$ cat src/rtl/irq_pkg.sv
package irq_pkg;
  localparam int REG_W = 8;

  typedef enum logic [1:0] {
    RA_STAT = 2'd0,
    RA_PFLG = 2'd1,
    RA_PEN  = 2'd2,
    RA_RSVD = 2'd3
  } reg_addr_e;

  // status register bit positions
  localparam int B_PCF = 0;
  localparam int B_EXF = 1;
  localparam int B_TMF = 2;
  localparam int B_PCE = 3;
  localparam int B_EXE = 4;
  localparam int B_TME = 5;
  localparam int B_PEE = 6;
  localparam int B_GIE = 7;
  // conversion flag / enable position in the peripheral registers
  localparam int B_ADC = 6;
endpackage

$ cat src/rtl/irq_edge_det.sv
module irq_edge_det (
  input  logic clk,
  input  logic rst_n,
  input  logic pin,
  input  logic rise_sel,
  output logic hit
);
  logic prev_q;

  always_ff @(posedge clk or negedge rst_n) begin
    if (!rst_n) prev_q <= 1'b0;
    else        prev_q <= pin;
  end

  always_comb begin
    if (rise_sel) hit = ~prev_q & pin;
    else          hit = prev_q & ~pin;
  end
endmodule

$ cat src/rtl/irq_pin_change.sv
module irq_pin_change #(
  parameter int               W    = 8,
  parameter logic [W-1:0]     MASK = 8'h0B
) (
  input  logic         clk,
  input  logic         rst_n,
  input  logic [W-1:0] port,
  input  logic         latch,
  output logic         change
);
  logic [W-1:0] diff;

  for (genvar i = 0; i < W; i++) begin : g_bit
    logic ref_q;
    always_ff @(posedge clk or negedge rst_n) begin
      if (!rst_n)     ref_q <= 1'b0;
      else if (latch) ref_q <= port[i] & MASK[i];
    end
    assign diff[i] = (port[i] ^ ref_q) & MASK[i];
  end

  assign change = |diff;
endmodule

$ cat src/rtl/irq_ctrl.sv
module irq_ctrl
  import irq_pkg::*;
#(
  parameter int             PORT_W    = 8,
  parameter int             PC_W      = 10,
  parameter logic [PC_W-1:0] VEC_ADDR = 10'h004,
  parameter logic [PORT_W-1:0] PCHG_MASK = 8'h0B,
  parameter int             EXT_BIT   = 2
) (
  input  logic              clk,
  input  logic              rst_n,
  input  logic              reg_wr,
  input  logic [1:0]        reg_addr,
  input  logic [REG_W-1:0]  reg_wdata,
  output logic [REG_W-1:0]  reg_rdata,
  input  logic [PORT_W-1:0] port_in,
  input  logic              port_rd,
  input  logic              ext_rise_sel,
  input  logic              tmr_ovf,
  input  logic              adc_done,
  input  logic              irq_ack,
  input  logic              reti,
  output logic              irq,
  output logic              wake,
  output logic [PC_W-1:0]   irq_vec
);
  localparam int NSRC = 4;

  // asynchronous assert, synchronous release
  logic rst_meta_q, rst_sync_n;
  always_ff @(posedge clk or negedge rst_n) begin
    if (!rst_n) {rst_sync_n, rst_meta_q} <= 2'b00;
    else        {rst_sync_n, rst_meta_q} <= {rst_meta_q, 1'b1};
  end

  reg_addr_e sel;
  assign sel = reg_addr_e'(reg_addr);

  logic pc_hit, ext_hit;

  irq_pin_change #(.W(PORT_W), .MASK(PCHG_MASK)) u_pchg (
    .clk    (clk),
    .rst_n  (rst_sync_n),
    .port   (port_in),
    .latch  (port_rd),
    .change (pc_hit)
  );

  irq_edge_det u_ext (
    .clk      (clk),
    .rst_n    (rst_sync_n),
    .pin      (port_in[EXT_BIT]),
    .rise_sel (ext_rise_sel),
    .hit      (ext_hit)
  );

  logic [REG_W-1:0] ints_q, ints_d;
  logic             adc_flag_q, adc_flag_d;
  logic             adc_en_q, adc_en_d;
  logic             ints_ce, flag_ce, en_ce;

  assign ints_ce = reg_wr | pc_hit | ext_hit | tmr_ovf | irq_ack | reti;
  assign flag_ce = reg_wr | adc_done;
  assign en_ce   = reg_wr;

  // next state
  always_comb begin
    ints_d     = ints_q;
    adc_flag_d = adc_flag_q;
    adc_en_d   = adc_en_q;
    if (reg_wr) begin
      case (sel)
        RA_STAT: ints_d     = reg_wdata;
        RA_PFLG: adc_flag_d = reg_wdata[B_ADC];
        RA_PEN:  adc_en_d   = reg_wdata[B_ADC];
        default: ;
      endcase
    end
    // hardware sets override software clears
    if (pc_hit)   ints_d[B_PCF] = 1'b1;
    if (ext_hit)  ints_d[B_EXF] = 1'b1;
    if (tmr_ovf)  ints_d[B_TMF] = 1'b1;
    if (adc_done) adc_flag_d    = 1'b1;
    // entry/exit control of the global enable
    if (irq_ack)   ints_d[B_GIE] = 1'b0;
    else if (reti) ints_d[B_GIE] = 1'b1;
  end

  // registers
  always_ff @(posedge clk or negedge rst_sync_n) begin
    if (!rst_sync_n) begin
      ints_q     <= '0;
      adc_flag_q <= 1'b0;
      adc_en_q   <= 1'b0;
    end else begin
      if (ints_ce) ints_q     <= ints_d;
      if (flag_ce) adc_flag_q <= adc_flag_d;
      if (en_ce)   adc_en_q   <= adc_en_d;
    end
  end

  // source gating
  logic [NSRC-1:0] src_live;
  assign src_live[0] = ints_q[B_PCF] & ints_q[B_PCE];
  assign src_live[1] = ints_q[B_EXF] & ints_q[B_EXE];
  assign src_live[2] = ints_q[B_TMF] & ints_q[B_TME];
  assign src_live[3] = adc_flag_q & adc_en_q & ints_q[B_PEE];

  assign wake    = |src_live;
  assign irq     = wake & ints_q[B_GIE];
  assign irq_vec = VEC_ADDR;

  // read mux
  always_comb begin
    reg_rdata = '0;
    case (sel)
      RA_STAT: reg_rdata = ints_q;
      RA_PFLG: reg_rdata[B_ADC] = adc_flag_q;
      RA_PEN:  reg_rdata[B_ADC] = adc_en_q;
      default: reg_rdata = '0;
    endcase
  end
endmodule

$ cat config.mk
export PLATFORM = sky130hd
export DESIGN_NAME = irq_ctrl
export DESIGN_NICKNAME = d
export VERILOG_FILES = /design/src/rtl/irq_pkg.sv /design/src/rtl/irq_edge_det.sv /design/src/rtl/irq_pin_change.sv /design/src/rtl/irq_ctrl.sv
export SDC_FILE = /design/constraint.sdc
export NUM_CORES = 1
export LEC_CHECK = 0
export BUFFER_PORTS_ARGS = -buffer_cell sky130_fd_sc_hd__buf_2
export CAP_MARGIN = 20
export CORE_MARGIN = 4
export CORE_UTILIZATION = 43
export DETAILED_ROUTE_END_ITERATION = 12
export HOLD_SLACK_MARGIN = 0.06
export MAX_ROUTING_LAYER = met4
export PLACE_DENSITY = 0.78
export SLEW_MARGIN = 20
export SYNTH_ARGS = -nofsm -noshare
export SYNTH_HDL_FRONTEND = slang
export SYNTH_SLANG_ARGS = --single-unit
$ cat constraint.sdc
create_clock -name clk -period 1.51 [get_ports clk]
set_input_delay 0.3775 -clock clk [delete_from_list [all_inputs] [get_ports clk]]
set_output_delay 0.3775 -clock clk [all_outputs]
set_load 0.01 [all_outputs]
==> impl_metrics.yaml <==
outcome:
  status: "finished, violations left"
  violations: "setup timing"
timing:
  finalHoldViolCount: 0
  slew_viol_final: 0
  worstMarginPinSlew_ns: 0.518
  slew_headroom: 0.655
  final.setup.worst_slack_ns: -0.259
  rsz0062_at_grt: "yes"
  period_minus_slack_ns: 1.77
  hold_ws_ns: 0.210
  min_period_over_period: 1.17
  max_freq_ghz: 0.565
  skew_ns: 0.00416
  setup_viol: 2
worst_setup_path:
  rrSetupSlack_ns: 0.60
  cp.arrival_ns: 1.39
  reg2reg_to: "ints_q[1]"
  cp_slowest_stage_delay_ns: 0.38
  slowest_stage: "dfrtp_1"
  path_cells: "a222oi_1, nand2_1, and2_1, buf_2"
  required_ns: 1.13
  path_max_fanout: 2
  rr_startpoint: "u_ext.prev_q"
  startpoint: "ints_q[3]"
  worstSetupPathType: "register to primary output"
  cp-end-kind: "primary output"
  worstSetupStartpointType: "register"
  worstRegToRegCells: 2
placed_design:
  hpwl_um: 1250
  pre_cts_ws_ns: 0.0141
  gp_congestion: 0.761
  port_buffers: 32
yosys:
  yosysWarnings: 0
  yosysUniqueCellTypes: 23
  syn-instance-count: 71
  synth_top_area_share: 0.477
  yosysTopAreaCell: "dfrtp_1"
  synth_seq_cells: 16
  synth-edff-count: 0
  ys.flop_type: "dfrtp_1"
  syn_area_um2: 840
  async_flop_share: 1.00
  synth.yosys.seq_area_share: 0.477
  syn-mean-instance-area_um2: 11.8
  synthTopCellsByArea: "dfrtp_1 48%, buf_4 8.9%, mux2_4 7.2%"
cts:
  cts_made_buffers: 3
  cts-root-buf: "clkbuf_4"
  htreeDepth: 1
  path_clk_slew_ns: 0.09
  cts_tree: "built"
  cts_sinks: 16
  ctsResizeCount: 0
  ctsLongestPathBuffers: 2
  clk_latency_ns: 0.28
global_route:
  antenna_found_initial: 0
  grt_pass1_wl_um: 2260
  track_usage: 0.116
  grt_pass1_vias: 535
  gr-total-overflow: 0
  grt_max_degree: 15
power_and_ir_drop:
  powerDensity_mw_per_mm2: 923
  irDropWorstVdd_uv: 581
  total_power_w: 0.000994
  power.leakage_nw: 0.558
die:
  num_rows: 15
  die_w_um: 52.2
  coreArea_mm2: 0.00178
  start_util: 0.471
  dieArea_mm2: 0.00272
  dieHeight_um: 52.2
  num_io_pins: 47
finish:
  fin_nets: 141
  drive_gt1_frac: 0.469
  syn_to_final_growth_pct: 28.3
  antenna_cells: 0
  fillers: 151
route:
  routed_wl_um: 1560
  viasPerCell: 4.65
  drtAntennaViolNets: 0
  detail_route.first_pass.iterations: 4
  routed-via-count: 642
  drt_iter0_drc: 5
  drc_errors: 0
  routedWlPerCell_um: 11.3
hold_path:
  hp-class: "register to async pin"
job:
  max_cap_violations: 0
## stage by stage
step / instances / util / TNS (ns) / cell area (µm²)
3_3_place_gp: 132 / 0.574 / 0 / 1020
2_1_floorplan: 80 / - / 0 / 873
6_report: 138 / 0.604 / -0.392 / 1080
5_1_grt: 138 / 0.604 / -0.608 / 1080
3_5_place_dp: 132 / 0.574 / 0 / 1020
4_1_cts: 138 / 0.604 / -0.464 / 1080
## worst max-delay path by stage
stage / endpoint / slack [ns]
floorplan: irq / 0.1
global placement: irq / 0.04
CTS: irq / -0.30
finish: irq / -0.26
global route: irq / -0.37
detailed placement: irq / 0.01
## cell usage in the layout, fill, tap and decap left out, drive strengths merged
| cell type | instances |
|---|---|
| nand2 | 2 |
| a222oi | 1 |
| dlygate4sd3 | 1 |
| and2 | 8 |
| buf | 39 |
| and3 | 1 |
| nand3 | 2 |
| nor2 | 1 |
| a211o | 1 |
| mux2i | 4 |
| clkbuf | 4 |
| conb | 11 |
| or3b | 2 |
| xnor2 | 3 |
| mux2 | 8 |
| nand4 | 1 |
| nand3b | 4 |
| a31oi | 1 |
| nand2b | 1 |
| o21ai | 1 |
| dfrtp | 16 |
| a21oi | 1 |
## routing by layer
metal,vias to the layer above,part of all wire,GRT usage
li1,311,-,-
met1,301,0.41,0.137
met2,30,0.50,0.182
met3,0,0.090,0.0456
met4,0,0,0.0383
met5,-,0,-
## power breakdown
part | internal, W | leakage (nW) | switching [W]
registers | 0.000473 | 0.179 | 0.0000349
clock network | 0.000147 | 0.0210 | 0.000124
logic | 0.000127 | 0.359 | 0.0000891
total | 0.000746 | 0.558 | 0.000248
## cell type report
| type | instances | area [µm²] | share of cell area |
|---|---|---|---|
| flip-flops and latches | 16 | 400 | 0.372 |
| multi-input cells | 53 | 387 | 0.359 |
| repair buffers | 40 | 223 | 0.207 |
| clock buffers | 4 | 36.3 | 0.0337 |
| well taps | 25 | 31.3 | 0.0290 |
## kinds of logic (layout without fill, tap and decap cells)
family / Yosys count / in the layout / synth area share
buffers and inverters: 11 / 44 / 0.103
multiplexers: 12 / 12 / 0.173
other: 2 / 11 / 0.00895
AO/OA/AOI/OAI: 5 / 5 / 0.0417
flip-flops: 16 / 16 / 0.477
XOR/XNOR: 3 / 3 / 0.0313
AND/OR/NAND/NOR: 22 / 22 / 0.165
## sequential cells by signal, summed over array words and instances (netlist names)
| signal | count |
|---|---|
| rst_sync_n | 1 |
| adc_flag_q | 1 |
| ints_q | 8 |
| adc_en_q | 1 |
| rst_meta_q | 1 |
| u_pchg.g_bit.ref_q | 3 |
| u_ext.prev_q | 1 |
## critical path, delay by kind of cell (launching register included)
| kind | cells | cell delay, ns |
|---|---|---|
| flops | 1 | 0.38 |
| buf+inv | 1 | 0.13 |
| compound gates | 1 | 0.33 |
| simple gates | 2 | 0.26 |
## cells in the mapped netlist (2+ instances only)
library cell / n
and2_1: 8
buf_4: 10
conb_1: 2
dfrtp_1: 16
mux2_2: 4
mux2_4: 4
mux2i_1: 4
nand2_1: 2
nand3_1: 2
nand3b_1: 4
xnor2_1: 3
## timing repair
item	CTS	global route
setup endpoints to repair	2	2
pin swaps	3	0
hold endpoints to repair	2	0
buffers inserted	1	0
hold buffers	1	0
Note: power is estimated with default switching activity, not from simulation.
